**src/rtl/obl_pkg.sv**
```systemverilog
package obl_pkg;
  // fractional bits for the reciprocal: the error stays below 1/ob_len for any full-window sum
  function automatic int unsigned mean_shift(int unsigned data_w, int unsigned ob_len);
    return data_w + 2 * $clog2(ob_len) + 1;
  endfunction
endpackage

```
**src/rtl/obl_window.sv**
```systemverilog
module obl_window #(
  parameter int IDX_W     = 13,
  parameter int OB_FIRST  = 17,
  parameter int OB_LEN    = 50,
  parameter int ACT_FIRST = 69,
  parameter int ACT_LEN   = 5340
) (
  input  logic             clk_i,
  input  logic             rst_ni,
  input  logic [IDX_W-1:0] idx_i,
  output logic             ob_hit_o,
  output logic             ob_done_o,
  output logic             act_o
);
  localparam int OB_LAST  = OB_FIRST + OB_LEN - 1;
  localparam int ACT_LAST = ACT_FIRST + ACT_LEN - 1;

  int idx_int;
  logic ob_last, act_hit;

  assign idx_int  = int'(idx_i);
  assign ob_hit_o = (idx_int >= OB_FIRST) && (idx_int <= OB_LAST);
  assign ob_last  = (idx_int == OB_LAST);
  assign act_hit  = (idx_int >= ACT_FIRST) && (idx_int <= ACT_LAST);

  always_ff @(posedge clk_i or negedge rst_ni) begin
    if (!rst_ni) begin
      ob_done_o <= 1'b0;
      act_o     <= 1'b0;
    end else begin
      ob_done_o <= ob_last;
      act_o     <= act_hit;
    end
  end

  AST_DONE_NOT_ACT: assert property (@(posedge clk_i) disable iff (!rst_ni)
    !(ob_done_o && act_o));
endmodule

```
**src/rtl/obl_accum.sv**
```systemverilog
module obl_accum #(
  parameter int DATA_W = 12,
  parameter int OB_LEN = 50
) (
  input  logic              clk_i,
  input  logic              rst_ni,
  input  logic              clear_i,
  input  logic              hit_i,
  input  logic [DATA_W-1:0] pix_i,
  input  logic              done_i,
  output logic [DATA_W-1:0] ref_o
);
  localparam int SUM_W  = DATA_W + $clog2(OB_LEN + 1);
  localparam int SHIFT  = int'(obl_pkg::mean_shift(DATA_W, OB_LEN));
  localparam int PROD_W = SUM_W + SHIFT;
  localparam longint unsigned RECIP = ((64'd1 << SHIFT) + 64'(OB_LEN) - 64'd1) / 64'(OB_LEN);

  logic [SUM_W-1:0]  acc_q, acc_base, acc_d;
  logic [PROD_W-1:0] prod;

  assign acc_base = clear_i ? '0 : acc_q;
  assign acc_d    = acc_base + (hit_i ? SUM_W'(pix_i) : '0);
  assign prod     = PROD_W'(acc_q) * PROD_W'(RECIP);

  always_ff @(posedge clk_i or negedge rst_ni) begin
    if (!rst_ni) begin
      acc_q <= '0;
      ref_o <= '0;
    end else begin
      acc_q <= acc_d;
      if (done_i) ref_o <= prod[SHIFT +: DATA_W];
    end
  end

  AST_MEAN_FITS: assert property (@(posedge clk_i) disable iff (!rst_ni)
    done_i |-> (prod[PROD_W-1:SHIFT+DATA_W] == '0));
  AST_REF_HOLD: assert property (@(posedge clk_i) disable iff (!rst_ni)
    !done_i |=> $stable(ref_o));
endmodule

```
**src/rtl/obl_sub.sv**
```systemverilog
module obl_sub #(
  parameter int DATA_W = 12
) (
  input  logic              clk_i,
  input  logic              rst_ni,
  input  logic              act_i,
  input  logic [DATA_W-1:0] pix_i,
  input  logic [DATA_W-1:0] ref_i,
  output logic [DATA_W-1:0] pix_o
);
  logic [DATA_W:0] diff;

  assign diff = {1'b0, pix_i} - {1'b0, ref_i};

  always_ff @(posedge clk_i or negedge rst_ni) begin
    if (!rst_ni)                pix_o <= '0;
    else if (!act_i || diff[DATA_W]) pix_o <= '0;
    else                        pix_o <= diff[DATA_W-1:0];
  end

  AST_CLAMP_ZERO: assert property (@(posedge clk_i) disable iff (!rst_ni)
    (act_i && (ref_i > pix_i)) |=> (pix_o == '0));
  AST_NOT_ABOVE_INPUT: assert property (@(posedge clk_i) disable iff (!rst_ni)
    act_i |=> (pix_o <= $past(pix_i)));
endmodule

```
**src/rtl/obl_black_level.sv**
```systemverilog
module obl_black_level #(
  parameter int NUM_CH    = 3,
  parameter int DATA_W    = 12,
  parameter int LINE_LEN  = 5415,
  parameter int OB_FIRST  = 17,
  parameter int OB_LEN    = 50,
  parameter int ACT_FIRST = 69,
  parameter int ACT_LEN   = 5340,
  localparam int IDX_W    = $clog2(LINE_LEN),
  localparam int BUS_W    = NUM_CH * DATA_W
) (
  input  logic             clk_i,
  input  logic             rst_ni,
  input  logic             line_start_i,
  input  logic [IDX_W-1:0] pix_idx_i,
  input  logic [BUS_W-1:0] pix_i,
  output logic [BUS_W-1:0] pix_o,
  output logic             valid_o
);
  logic ob_hit, ob_done, act_q;
  logic [BUS_W-1:0] s1_pix_q;

  obl_window #(
    .IDX_W(IDX_W), .OB_FIRST(OB_FIRST), .OB_LEN(OB_LEN),
    .ACT_FIRST(ACT_FIRST), .ACT_LEN(ACT_LEN)
  ) u_window (
    .clk_i(clk_i), .rst_ni(rst_ni), .idx_i(pix_idx_i),
    .ob_hit_o(ob_hit), .ob_done_o(ob_done), .act_o(act_q)
  );

  always_ff @(posedge clk_i or negedge rst_ni) begin
    if (!rst_ni) begin
      s1_pix_q <= '0;
      valid_o  <= 1'b0;
    end else begin
      s1_pix_q <= pix_i;
      valid_o  <= act_q;
    end
  end

  for (genvar c = 0; c < NUM_CH; c++) begin : g_ch
    logic [DATA_W-1:0] ref_c;

    obl_accum #(.DATA_W(DATA_W), .OB_LEN(OB_LEN)) u_accum (
      .clk_i(clk_i), .rst_ni(rst_ni), .clear_i(line_start_i), .hit_i(ob_hit),
      .pix_i(pix_i[c*DATA_W +: DATA_W]), .done_i(ob_done), .ref_o(ref_c)
    );

    obl_sub #(.DATA_W(DATA_W)) u_sub (
      .clk_i(clk_i), .rst_ni(rst_ni), .act_i(act_q),
      .pix_i(s1_pix_q[c*DATA_W +: DATA_W]), .ref_i(ref_c),
      .pix_o(pix_o[c*DATA_W +: DATA_W])
    );
  end

  AST_VALID_ACTIVE: assert property (@(posedge clk_i) disable iff (!rst_ni)
    valid_o |-> ((int'($past(pix_idx_i, 2)) >= ACT_FIRST) &&
                 (int'($past(pix_idx_i, 2)) < ACT_FIRST + ACT_LEN)));
  AST_IDLE_ZERO: assert property (@(posedge clk_i) disable iff (!rst_ni)
    !valid_o |-> (pix_o == '0));
endmodule

```
**config.mk**
```make
export PLATFORM = sky130hd
export DESIGN_NAME = obl_black_level
export DESIGN_NICKNAME = d
export VERILOG_FILES = /design/src/rtl/obl_pkg.sv /design/src/rtl/obl_window.sv /design/src/rtl/obl_accum.sv /design/src/rtl/obl_sub.sv /design/src/rtl/obl_black_level.sv
export SDC_FILE = /design/constraint.sdc
export NUM_CORES = 1
export LEC_CHECK = 0
export BUFFER_PORTS_ARGS = -buffer_cell sky130_fd_sc_hd__clkbuf_2
export CORE_ASPECT_RATIO = 0.7
export CORE_MARGIN = 2
export CORE_UTILIZATION = 55
export DETAILED_ROUTE_END_ITERATION = 12
export PLACE_DENSITY = 0.73
export SYNTH_ARGS = -nofsm -noshare
export SYNTH_HDL_FRONTEND = slang
export SYNTH_SLANG_ARGS = --single-unit
```
**constraint.sdc**
```tcl
create_clock -name clk_i -period 8.3 [get_ports clk_i]
set_input_delay 0.83 -clock clk_i [delete_from_list [all_inputs] [get_ports clk_i]]
set_output_delay 0.83 -clock clk_i [all_outputs]
set_load 0.005 [all_outputs]
```
# After elaboration in Yosys (flattened, before gate mapping)
# Cells that the tools add are included.
[totals]
ff_bits = 165
output_inout_bits = 37
input_bits = 52
elab_cells = 42
[op_classes]
multipliers = 3
n_addsub = 6
order_cmp = 4
n_reduce_logical = 6
mux = 9
eq_ne = 1
[ops]
columns = ["operator", "n"]
rows = [
  ["multiplier 18 x 20 -> 37 bit (second input constant)", 3],
  ["2-to-1 mux 12 bit", 6],
  ["adder 18 bit", 3],
  ["2-to-1 mux 18 bit", 3],
  ["subtractor 12 x 12 -> 13 bit", 3],
  ["== test 13 x 8 -> 1 bit (second input constant)", 1],
  ["greater-or-equal comparator 13 x 5 -> 1 bit (second input constant)", 1],
  ["greater-or-equal comparator 13 x 7 -> 1 bit (second input constant)", 1],
  ["<= comparator 13 bit (second input constant)", 1],
  ["<= comparator 13 x 7 -> 1 bit (second input constant)", 1],
  ["logical OR 1 bit", 3],
  ["logical AND 1 bit", 2],
  ["logical NOT 1 bit", 1],
]

# Longest topological paths before layout
# Gate-level depths: netlist of the first run.
[depth]
ltp_word = 4
depth_mapped = 22

# Cells and area by module
# A second synthesis of the first run with hierarchy kept.
[unflattened]
cells_unflattened = 2824
hier_area_um2 = 27073.5
[by_module_without_submodules]
columns = ["mod", "n_inst", "cells_each", "area_each_um2"]
rows = [
  ["obl_accum (g_ch[0].u_accum)", 1, 831, 7716.2],
  ["obl_accum (g_ch[1].u_accum)", 1, 815, 7692.4],
  ["obl_accum (g_ch[2].u_accum)", 1, 789, 7556.0],
  ["obl_sub", 3, 109, 991.0],
  ["obl_black_level", 1, 37, 925.9],
  ["obl_window", 1, 25, 210.2],
]

# Least setup slack after synthesis of the first run
# No wires, ideal clock.
[synth_timing]
path_type = "register to register"
from = "register g_ch[1].u_accum.acc_q[15]"
to = "register g_ch[1].u_accum.ref_o[8]"
period_less_slack_ns = 5.461
arrival_time_ns = 5.318
slack_ns = 2.839
path_buffers = 0
stages_incl_launch_ff = 21
cell_sequence = "dfrtp_1 > fa_1 > inv_1 > fa_1 > inv_1 > fa_1 > fa_1 > fa_1 > inv_1 > fa_1 > inv_1 > ha_1 > a21oi_1 > o221ai_1 > a21oi_1 > nor2b_1 > a311o_1 > a21o_1 > a211oi_1 > xor2_1 > mux2i_1"
[synth_via]
elab_chain_cells = 1
[synth_rtl]
columns = ["item", "line", "text"]
rows = [
  ["from (decl)", "obl_accum.sv:18", "logic [SUM_W-1:0] acc_q, acc_base, acc_d;"],
  ["from (signal assigned)", "obl_accum.sv:27", "acc_q <= '0;"],
  ["from (signal assigned)", "obl_accum.sv:30", "acc_q <= acc_d;"],
  ["multiplier 18 x 20 -> 37 bit", "obl_accum.sv:23", "assign prod = PROD_W'(acc_q) * PROD_W'(RECIP);"],
  ["to (signal assigned)", "obl_accum.sv:31", "if (done_i) ref_o <= prod[SHIFT +: DATA_W];"],
  ["to (decl)", "obl_accum.sv:11", "output logic [DATA_W-1:0] ref_o"],
]
# Every way passes these cells.
# A chain may end at the register's enable or synchronous reset.

# Worst setup path in the final report of the first run
[layout_timing]
from = "register g_ch[2].u_accum.acc_q[9]"
to = "register g_ch[2].u_accum.ref_o[11]"
[layout_via]
elab_chain_cells = 1
[layout_rtl]
columns = ["item", "line"]
rows = [
  ["from (decl)", "obl_accum.sv:18"],
  ["from (signal assigned)", "obl_accum.sv:27"],
  ["from (signal assigned)", "obl_accum.sv:30"],
  ["multiplier 18 x 20 -> 37 bit", "obl_accum.sv:23"],
  ["to (signal assigned)", "obl_accum.sv:31"],
  ["to (decl)", "obl_accum.sv:11"],
]
# Every way passes these cells.

==> metrics.log, run 1 <==
[metrics] leading cell types in the layout, fill and taps excluded: 699 x inv_1, 519 x ha_1, 351 x fa_1
[metrics] Yosys Warn Count: 0
[metrics] share of the yosys chip area belonging to registers: 16.3%
[metrics] Lkg Pwr: 15.8 nW
[metrics] placeable core region: 45200 um2
[metrics] worst slew slack as a fraction of its limit: 37.1%
[metrics] area taken by multi-input logic gates: 18400 um2
[metrics] detail-routed via count per cell: 5.38
[metrics] Post-Synthesis Cell Area: 25300 um2
[metrics] sequence of cells on the critical path: fa_1 -> fa_1 -> fa_1 -> fa_1 -> fa_1 -> inv_1 -> fa_1 -> inv_1 -> ha_1 -> a21oi_1 -> o221ai_1 -> a211oi_1 -> o21bai_1 -> a22o_1 -> a211oi_2 -> o31ai_1 -> xnor2_1 -> mux2i_1
[metrics] worst setup slack for register-to-register paths: 2.20 ns
[metrics] Top Family by Delay on Critical Path: adder cells
[metrics] site row count: 65
[metrics] Setup Fix Bufs, Post-CTS: 0
[metrics] post-route cell area: 27100 um2
[metrics] pin count of the biggest net entering global routing: 102
[metrics] data arrival time of the critical path: 6.41 ns
[metrics] Critical Path Slowest Stage Cell: fa_1
[metrics] endpoint kind of the worst setup timing path: flop
[metrics] outcome: completed
[metrics] synthesized instance count: 2562
[metrics] Worst Setup Path Type: flop to flop
[metrics] power density over the cells: 93.3 nW/um2
[metrics] sum of negative setup slack: 0 ns
[metrics] VDD IR-drop max: 0.156 mV
[metrics] cell depth of the worst hold path: 1
[metrics] wire length of the first global-routing pass: 102000 um
[metrics] hold_ws: 0.487 ns
[metrics] Boundary Pins: 89
[metrics] CTS Hold Buffers Added: 0
[metrics] Tightest Pin Transition: 0.942 ns
[metrics] total via count after detailed routing: 17600
[metrics] HP Class: flop to flop
[metrics] CTS H-Tree Depth: 4
[metrics] number of buffers and inverters on the critical path: 2
[metrics] CTS-repair resized insts: 0
[metrics] clock latency reported for the late side of the worst-skew pair: 0.47 ns
[metrics] reg2reg start: g_ch[2].u_accum.acc_q[9]$_DFF_PN0_
[metrics] drt first pass iters: 6
[metrics] number of antenna violations at the first check in global routing: 4
[metrics] most frequent cell on the critical path: fa_1
[metrics] number of endpoints failing setup at the final stage: 0
[metrics] # clock sinks: 165
[metrics] startpoint kind of the worst setup timing path: flop
[metrics] clock slew at reported path FFs: 0.07 ns
[metrics] highest attainable clock frequency: 164 MHz
[metrics] flip-flop and latch count after synthesis: 165
[metrics] unrepaired setup endpoints after global routing: false
[metrics] Avg Synthesized Cell Area: 9.86 um2
[metrics] TritonCTS clock tree: built
[metrics] detailed placer's ending HPWL: 54900 um
[metrics] total congestion overflow: 0
[metrics] total nets after synthesis: 3484
[metrics] Seq. cell area: 4130 um2
[metrics] share of cells above drive strength 1: 5.70%
[metrics] final clock skew: 0.0167 ns
[metrics] post-layout minimum cycle time: 6.10 ns
[metrics] endpoint required time on the critical path: 8.61 ns
[metrics] chip width: 260 um
[metrics] Final Hold Vio Count: 0
[metrics] reg2reg path depth: 18
[metrics] number of distinct standard cells referenced by the synthesized netlist: 66
[metrics] Routed WL per cell: 19.4 um
[metrics] layout overhead on the synthesized area: 7.07%
[metrics] via count of the first global-routing pass: 18700
[metrics] placed inst area: 26500 um2
[metrics] count of filler cells inserted in the layout: 3866
[metrics] Initial Util: 55.9%
[metrics] capture point of the worst reg-to-reg path: g_ch[2].u_accum.ref_o[11]$_DFFE_PN0P_
[metrics] WL final: 63400 um
[metrics] EDFF count, synth: 0
[metrics] cell at the root of the clock tree: clkbuf_16
[metrics] die area: 47700 um2
[metrics] Post-synth ARST share: 100%
[metrics] source of the worst hold timing path: g_ch[2].u_accum.ref_o[2]$_DFFE_PN0P_
[metrics] count of buffers inserted at the top-level ports: 88
[metrics] period utilisation layout: 73.5%
[metrics] max-capacitance violation count: 0
[metrics] Detailed Route Iter0 Violations: 1275
[metrics] most frequent standard cell in the layout excluding fill and tap cells: inv_1
[metrics] number of routed nets with antenna violations: 0
[metrics] net count of the finished layout: 3578
[metrics] number of design rule violations left after detail routing: 0
[metrics] Slew Viols, Final: 0
[metrics] Num CTS Buffers: 17
[metrics] post-route core utilization: 59.8%
[metrics] last weighted congestion value of the routability-driven placer: 1.00
[metrics] CP max FO: 8
[metrics] combined global-route utilization of all metal layers: 28.2%
[metrics] Most used DFF post-synth: dfrtp_1
[metrics] slowest stage delay, CP: 0.71 ns
[metrics] largest buffer count on any clock path: 2
[metrics] endpoint of the worst hold-timing path: g_ch[2].u_accum.ref_o[2]$_DFFE_PN0P_
[metrics] Die Y-Extent: 183 um
[where the power goes]
| part | internal (W) | switching (W) |
|---|---|---|
| clock network | 0.000436 | 0.000395 |
| registers | 0.000834 | 0.0000271 |
| logic | 0.000338 | 0.000493 |
[worst max-delay path by stage]
| stage | to | depth (start not counted) | from | slack [ns] |
|---|---|---|---|---|
| 6_report | g_ch[2].u_accum.ref_o[11]$_DFFE_PN0P_ | 18 | g_ch[2].u_accum.acc_q[9]$_DFF_PN0_ | 2.20 |
| 4_1_cts | g_ch[0].u_accum.ref_o[1]$_DFFE_PN0P_ | 20 | g_ch[0].u_accum.acc_q[7]$_DFF_PN0_ | 2.20 |
| 5_1_grt | g_ch[2].u_accum.ref_o[11]$_DFFE_PN0P_ | 20 | g_ch[2].u_accum.acc_q[15]$_DFF_PN0_ | 1.79 |
| 2_1_floorplan | g_ch[1].u_accum.ref_o[8]$_DFFE_PN0P_ | 20 | g_ch[1].u_accum.acc_q[15]$_DFF_PN0_ | 2.84 |
| 3_5_place_dp | g_ch[0].u_accum.ref_o[1]$_DFFE_PN0P_ | 20 | g_ch[0].u_accum.acc_q[7]$_DFF_PN0_ | 2.20 |
| 3_3_place_gp | g_ch[0].u_accum.ref_o[1]$_DFFE_PN0P_ | 20 | g_ch[0].u_accum.acc_q[7]$_DFF_PN0_ | 2.22 |
[kinds of logic after synthesis]
group	share of synthesized area, %
compound gates	7.51
xor+xnor	3.05
fa+ha+maj	53.5
buf+inv	10.7
flops	16.3
mux	0.936
simple gates	7.97
[layout make-up]
| class | count | share of cell area [%] |
|---|---|---|
| Inverter | 699 | 9.70 |
| Sequential cell | 165 | 15.3 |
| Multi-Input combinational cell | 1677 | 68.1 |
| Antenna cell | 2 | 0.0185 |
| Timing Repair Buffer | 96 | 1.88 |
| Tap cell | 603 | 2.79 |
| Clock buffer | 18 | 1.62 |
| Clock inverter | 14 | 0.587 |
[metrics by stage]
| step | power, W | setup slack [ns] | std cells |
|---|---|---|---|
| 6_report | 0.00252 | 2.20 | 3274 |
| 5_1_grt | 0.00270 | 1.79 | 3272 |
| 4_1_cts | 0.00254 | 2.20 | 3272 |
| 3_5_place_dp | 0.00170 | 2.20 | 3240 |
| 3_3_place_gp | 0.00167 | 2.22 | 3240 |
| 2_1_floorplan | 0.00142 | 2.84 | 2562 |
[sequential cells by signal, summed over array words and instances, names as in the netlist]
name                flops
g_ch.u_accum.acc_q     54
g_ch.u_accum.ref_o     36
g_ch.u_sub.pix_o       36
s1_pix_q               36
u_window.act_o          1
u_window.ob_done_o      1
valid_o                 1
[cell usage after synthesis, types with 10 or more instances]
cell | number | area share (%)
or3_1 | 13 | 0.32
xor2_1 | 26 | 0.90
nor2b_1 | 16 | 0.40
a21boi_0 | 10 | 0.30
fa_1 | 351 | 28
clkbuf_1 | 16 | 0.24
nor3_1 | 23 | 0.46
dfrtp_1 | 165 | 16
mux2i_1 | 18 | 0.71
a21oi_1 | 88 | 1.7
and3_1 | 19 | 0.47
and2_1 | 40 | 0.99
nand3_1 | 31 | 0.61
ha_1 | 519 | 26
a21o_1 | 27 | 0.80
or2_2 | 10 | 0.25
nand2_1 | 72 | 1.1
inv_1 | 699 | 10
xnor2_1 | 62 | 2.1
nand2b_1 | 21 | 0.52
o21ai_0 | 63 | 1.2
nor2_1 | 120 | 1.8
[routing by layer]
layer / track usage, % / routed length, um / up-vias
met4: 5.30 / 829 / 6
met3: 6.44 / 4740 / 54
met2: 42.1 / 27000 / 469
met5: 0 / 52 / -
met1: 42.0 / 30800 / 8790
li1: - / - / 8298
Note: power is estimated with default switching activity, not from simulation.
==> inputs of run 2 (changes only) <==
Settings changed: PLACE_DENSITY 0.73 to 0.76.
Clock period 8.3 ns to 5.2 ns, I/O delays scaled along.
==> metrics.log, run 2 (synthesis results as in run 1) <==
[metrics] placeable core region: 45200 um2
[metrics] last weighted congestion value of the routability-driven placer: 0.972
[metrics] via count of the first global-routing pass: 20600
[metrics] wire length of the first global-routing pass: 112000 um
[metrics] worst path setup slack after routing: -0.518 ns
[metrics] largest buffer count on any clock path: 2
[metrics] outcome: finished with violations
[metrics] chip width: 260 um
[metrics] VDD IR-drop max: 0.247 mV
[metrics] cell depth of the worst hold path: 1
[metrics] cell at the root of the clock tree: clkbuf_16
[metrics] clock slew at reported path FFs: 0.08 ns
[metrics] post-layout minimum cycle time: 5.72 ns
[metrics] highest attainable clock frequency: 175 MHz
[metrics] period utilisation layout: 110%
[metrics] # clock sinks: 165
[metrics] net count of the finished layout: 3873
[metrics] final clock skew: 0.0177 ns
[metrics] detailed placer's ending HPWL: 58900 um
[metrics] total via count after detailed routing: 19100
[metrics] post-route cell area: 30300 um2
[metrics] endpoint kind of the worst setup timing path: flop
[metrics] flip-flop count of the largest register after layout: 54
[metrics] CTS H-Tree Depth: 4
[metrics] Routed WL per cell: 19.7 um
[metrics] number of endpoints failing setup at the final stage: 36
[metrics] Final Hold Vio Count: 0
[metrics] site row count: 65
[metrics] Slew Viols, Final: 0
[metrics] detail-routed via count per cell: 5.36
[metrics] Initial Util: 55.9%
[metrics] Die Y-Extent: 183 um
[metrics] Worst Setup Path Type: flop to flop
[metrics] violations in the final reports: negative setup slack
[metrics] Num CTS Buffers: 17
[metrics] leading cell types in the layout, fill and taps excluded: 667 x inv_1, 489 x ha_1, 328 x fa_1
[metrics] most frequent standard cell in the layout excluding fill and tap cells: inv_1
[metrics] CP max FO: 3
[metrics] TritonCTS clock tree: built
[metrics] number of routed nets with antenna violations: 0
[metrics] startpoint kind of the worst setup timing path: flop
[metrics] Boundary Pins: 89
[metrics] WL final: 70300 um
[metrics] unrepaired setup endpoints after global routing: true
[metrics] Detailed Route Iter0 Violations: 1223
[metrics] pin count of the biggest net entering global routing: 65
[metrics] endpoint required time on the critical path: 5.54 ns
[metrics] data arrival time of the critical path: 6.06 ns
[metrics] share of cells above drive strength 1: 21.2%
[metrics] total congestion overflow: 0
[metrics] count of buffers inserted at the top-level ports: 88
[metrics] die area: 47700 um2
[metrics] HP Class: input pin to flop
[metrics] max-capacitance violation count: 0
[metrics] number of antenna violations at the first check in global routing: 2
[metrics] power density over the cells: 144 nW/um2
[metrics] layout overhead on the synthesized area: 20.0%
[metrics] Tightest Pin Transition: 0.982 ns
[metrics] combined global-route utilization of all metal layers: 30.7%
[metrics] clock latency reported for the late side of the worst-skew pair: 0.48 ns
[metrics] number of design rule violations left after detail routing: 0
[metrics] worst slew slack as a fraction of its limit: 33.8%
[metrics] reg2reg path depth: 21
[metrics] Biggest register: g_ch.u_accum.acc_q
[metrics] drt first pass iters: 5
[metrics] placed inst area: 28700 um2
[metrics] Lkg Pwr: 17.3 nW
[metrics] worst setup slack after placement: -0.648 ns
==> run 2: cell count changes in the layout (fill, tap and decap cells not counted), sizes merged <==
cell / delta
dlygate4sd3: +1
buf: +294
clkbuf: -1
inv: -1
clkinvlp: +1
bufinv: +1
==> run 2: path summary, 6_finish.rpt <==
path | end | start | slack (ns)
worst max-delay path | g_ch[2].u_accum.ref_o[11]$_DFFE_PN0P_ | g_ch[2].u_accum.acc_q[15]$_DFF_PN0_ | -0.52
worst max register to register | g_ch[2].u_accum.ref_o[11]$_DFFE_PN0P_ | g_ch[2].u_accum.acc_q[15]$_DFF_PN0_ | -0.52
worst min register to register | g_ch[0].u_accum.ref_o[0]$_DFFE_PN0P_ | g_ch[0].u_accum.ref_o[0]$_DFFE_PN0P_ | 0.53
worst min-delay path | s1_pix_q[35]$_DFF_PN0_ | pix_i[35] | 0.16
min in group asynchronous | g_ch[0].u_sub.pix_o[11]$_DFF_PN0_ | rst_ni | 0.52
max in group asynchronous | g_ch[2].u_accum.acc_q[16]$_DFF_PN0_ | rst_ni | 3.36
==> run 2: what timing repair did <==
action / in CTS / in global routing
gates cloned: 0 / 0
hold buffers: 1 / 0
pin swaps: 62 / 72
endpoints found under the hold margin: 41 / 0
endpoints found under the setup margin: 36 / 36
gates resized for setup: 108 / 76
buffers inserted: 17 / 13
==> run 2: area by class of cell <==
class,instances,area [um2]
Clock buffer,17,425
Multi-Input combinational cell,1677,19400
Inverter,699,2620
Timing Repair Buffer,391,2810
Clock inverter,15,189
Fill cell,3449,14900
Antenna cell,2,5.00
Tap cell,603,754
Sequential cell,165,4160
==> run 2: per-stage QoR <==
| step | total power [W] | utilization, % | TNS (ns) | hold WS, ns | std cells |
|---|---|---|---|---|---|
| global placement | 0.00276 | 63.4 | -12.60 | 0.467 | 3504 |
| detailed placement | 0.00281 | 63.4 | -16.62 | 0.476 | 3504 |
| floorplan | 0.00229 | - | -1.49 | 0.224 | 2562 |
| global route | 0.00460 | 67.1 | -17.55 | 0.140 | 3567 |
| CTS | 0.00430 | 66.2 | -11.38 | 0.135 | 3554 |
| finish | 0.00435 | 67.1 | -12.21 | 0.156 | 3569 |
==> run 2: where the power goes <==
| group | leakage [nW] | switching (W) | total [W] | internal, W |
|---|---|---|---|---|
| sequential | 2.12 | 0.0000298 | 0.00136 | 0.00133 |
| combinational | 14.9 | 0.000928 | 0.00162 | 0.000689 |
| clock | 0.293 | 0.000647 | 0.00138 | 0.000728 |
==> run 2: critical path, cell delays in order (launching register included) <==
cell and delay [ns]:
dfrtp_2 0.43, fa_2 0.62, inv_2 0.04, fa_1 0.49, inv_2 0.04, fa_1 0.59, fa_2 0.46, fa_1 0.50
inv_2 0.04, fa_2 0.53, inv_2 0.05, ha_4 0.28, nand3_4 0.06, o221ai_4 0.21, a211oi_2 0.10, o21bai_1 0.23
a22o_2 0.26, a211oi_4 0.05, buf_6 0.16, o31ai_4 0.18, xnor2_1 0.15, mux2i_1 0.09
==> run 2: routing by layer <==
metal / GRT usage (%) / vias to the layer above / share of wire (%)
li1: - / 8891 / -
met1: 42.5 / 9470 / 44
met2: 47.7 / 664 / 45
met3: 8.29 / 96 / 8.5
met4: 8.25 / 0 / 2.3
met5: 0 / - / 0
==> inputs of run 3 (changes only) <==
Settings changed: BUFFER_PORTS_ARGS -buffer_cell sky130_fd_sc_hd__clkbuf_2 to -buffer_cell sky130_fd_sc_hd__buf_4, CTS_BUF_LIST set to sky130_fd_sc_hd__clkbuf_2, PLACE_DENSITY 0.76 to 0.78.
==> metrics.log, run 3 (synthesis results as in run 1) <==
[metrics] drt first pass iters: 5
[metrics] hold_ws: 0.209 ns
[metrics] number of routed nets with antenna violations: 0
[metrics] data arrival time of the critical path: 6.54 ns
[metrics] CP max FO: 4
[metrics] endpoint required time on the critical path: 5.98 ns
[metrics] Tightest Pin Transition: 1.04 ns
[metrics] placeable core region: 45200 um2
[metrics] sum of negative setup slack: -13.29 ns
[metrics] CTS H-Tree Depth: 4
[metrics] period utilisation layout: 111%
[metrics] last weighted congestion value of the routability-driven placer: 1.01
[metrics] endpoint kind of the worst setup timing path: flop
[metrics] WL final: 69000 um
[metrics] max-capacitance violation count: 0
[metrics] Worst Setup Path Type: flop to flop
[metrics] final clock skew: 0.106 ns
[metrics] number of buffers and inverters on the critical path: 7
[metrics] number of design rule violations left after detail routing: 0
[metrics] Lkg Pwr: 17.4 nW
[metrics] share of cells above drive strength 1: 20.3%
[metrics] # clock sinks: 165
[metrics] most frequent cell on the critical path: fa_1
[metrics] clock slew at reported path FFs: 0.38 ns
[metrics] slowest stage delay, CP: 0.67 ns
[metrics] Boundary Pins: 89
[metrics] detail-routed via count per cell: 5.37
[metrics] Die Y-Extent: 183 um
[metrics] power density over the cells: 126 nW/um2
[metrics] Num CTS Buffers: 17
[metrics] count of buffers inserted at the top-level ports: 88
[metrics] combined global-route utilization of all metal layers: 30.3%
[metrics] largest buffer count on any clock path: 2
[metrics] net count of the finished layout: 3912
[metrics] unrepaired setup endpoints after global routing: true
[metrics] startpoint kind of the worst setup timing path: flop
[metrics] violations in the final reports: negative setup slack
[metrics] Biggest register: g_ch.u_accum.acc_q
[metrics] flip-flop count of the largest register after layout: 54
[metrics] HP Class: input pin to flop
[metrics] worst path setup slack after routing: -0.561 ns
[metrics] clock latency reported for the late side of the worst-skew pair: 0.98 ns
[metrics] Top Family by Delay on Critical Path: adder cells
[metrics] layout overhead on the synthesized area: 20.9%
[metrics] sequence of cells on the critical path: fa_2 -> inv_2 -> fa_2 -> inv_2 -> fa_1 -> fa_1 -> fa_1 -> inv_1 -> fa_1 -> inv_2 -> ha_4 -> and3_4 -> a221oi_2 -> buf_4 -> o21ai_4 -> a311o_1 -> a21o_1 -> buf_4 -> buf_6 -> xnor2_2 -> nand2_1 -> o21ai_1
[metrics] outcome: finished with violations
[metrics] via count of the first global-routing pass: 21300
[metrics] number of antenna violations at the first check in global routing: 4
[metrics] VDD IR-drop max: 0.151 mV
[metrics] Critical Path Slowest Stage Cell: fa_2
[metrics] worst setup slack after placement: -0.648 ns
[metrics] Final Hold Vio Count: 0
[metrics] highest attainable clock frequency: 174 MHz
[metrics] leading cell types in the layout, fill and taps excluded: 676 x inv_1, 491 x ha_1, 371 x buf_4
[metrics] Routed WL per cell: 19.1 um
[metrics] Final Total Pwr: 0.00384 W
[metrics] total congestion overflow: 0
[metrics] Initial Util: 55.9%
[metrics] most frequent standard cell in the layout excluding fill and tap cells: inv_1
[metrics] worst slew slack as a fraction of its limit: 30.7%
[metrics] chip width: 260 um
[metrics] TritonCTS clock tree: built
[metrics] site row count: 65
[metrics] post-layout minimum cycle time: 5.76 ns
[metrics] Slew Viols, Final: 0
[metrics] total via count after detailed routing: 19400
[metrics] die area: 47700 um2
[metrics] detailed placer's ending HPWL: 58100 um
[metrics] wire length of the first global-routing pass: 111000 um
[metrics] cell at the root of the clock tree: clkbuf_2
[metrics] pin count of the biggest net entering global routing: 122
[metrics] Detailed Route Iter0 Violations: 1483
[metrics] number of endpoints failing setup at the final stage: 36
run 3: area by class of cell:
class                   count  area, um2
multi-input cells        1677      19300
fillers                  3360      14700
flip-flops and latches    165       4160
repair buffers            430       3420
inverters                 699       2620
well taps                 603        754
clock inverters            13        173
clock buffers              19       95.1
diodes                      5       12.5
run 3: repair_timing:
item	in CTS	in global routing
buffers inserted	25	12
setup endpoints to repair	36	36
hold buffers	43	0
cloned	0	0
pin swaps	67	78
resized for setup	95	72
endpoints found under the hold margin	170	0
run 3: final timing paths:
check                                                     start                                   end  slack (ns)  cells after the start
setup / recovery             g_ch[1].u_accum.acc_q[3]$_DFF_PN0_  g_ch[1].u_accum.ref_o[1]$_DFFE_PN0P_       -0.56                     22
hold / removal                                        pix_i[32]                s1_pix_q[32]$_DFF_PN0_        0.21                      2
setup reg to reg             g_ch[1].u_accum.acc_q[3]$_DFF_PN0_  g_ch[1].u_accum.ref_o[1]$_DFFE_PN0P_       -0.56                     22
hold reg to reg            g_ch[2].u_accum.ref_o[2]$_DFFE_PN0P_  g_ch[2].u_accum.ref_o[2]$_DFFE_PN0P_        0.53                      1
max in group asynchronous                                rst_ni  g_ch[1].u_accum.ref_o[6]$_DFFE_PN0P_        3.66                      3
min in group asynchronous                                rst_ni     g_ch[0].u_sub.pix_o[11]$_DFF_PN0_        0.24                      2
run 3: per-layer routing:
metal | vias to the layer above | GRT usage (%) | share of wire (%)
li1 | 8977 | - | -
met3 | 122 | 6.56 | 8.4
met5 | - | 0 | 0.017
met1 | 9567 | 41.6 | 44
met4 | 2 | 8.91 | 2.6
met2 | 710 | 48.3 | 45
run 3: per-stage QoR:
stage,instances,area [um2],utilization (%)
final,3611,30600,67.6
after global routing,3608,30500,67.6
after CTS,3596,30200,66.7
after detailed placement,3497,28800,63.8
after global placement,3497,28800,63.8
after floorplan,2562,25500,-
run 3: worst reg2reg max path: cells and delay by family, from the launching register on:
kind | cells | cell delay (ns)
buffers and inverters | 7 | 0.68
and+or+nand+nor | 2 | 0.23
xor gates and xnor gates | 1 | 0.12
adders and majority gates | 7 | 3.11
DFF | 1 | 0.53
AOI/OAI and AO/OA | 5 | 0.96
run 3: power by group:
| part | total (W) | internal (W) | switching [W] |
|---|---|---|---|
| Clock | 0.000844 | 0.000282 | 0.000562 |
| Combinational | 0.00163 | 0.000719 | 0.000907 |
| Sequential | 0.00137 | 0.00134 | 0.0000313 |
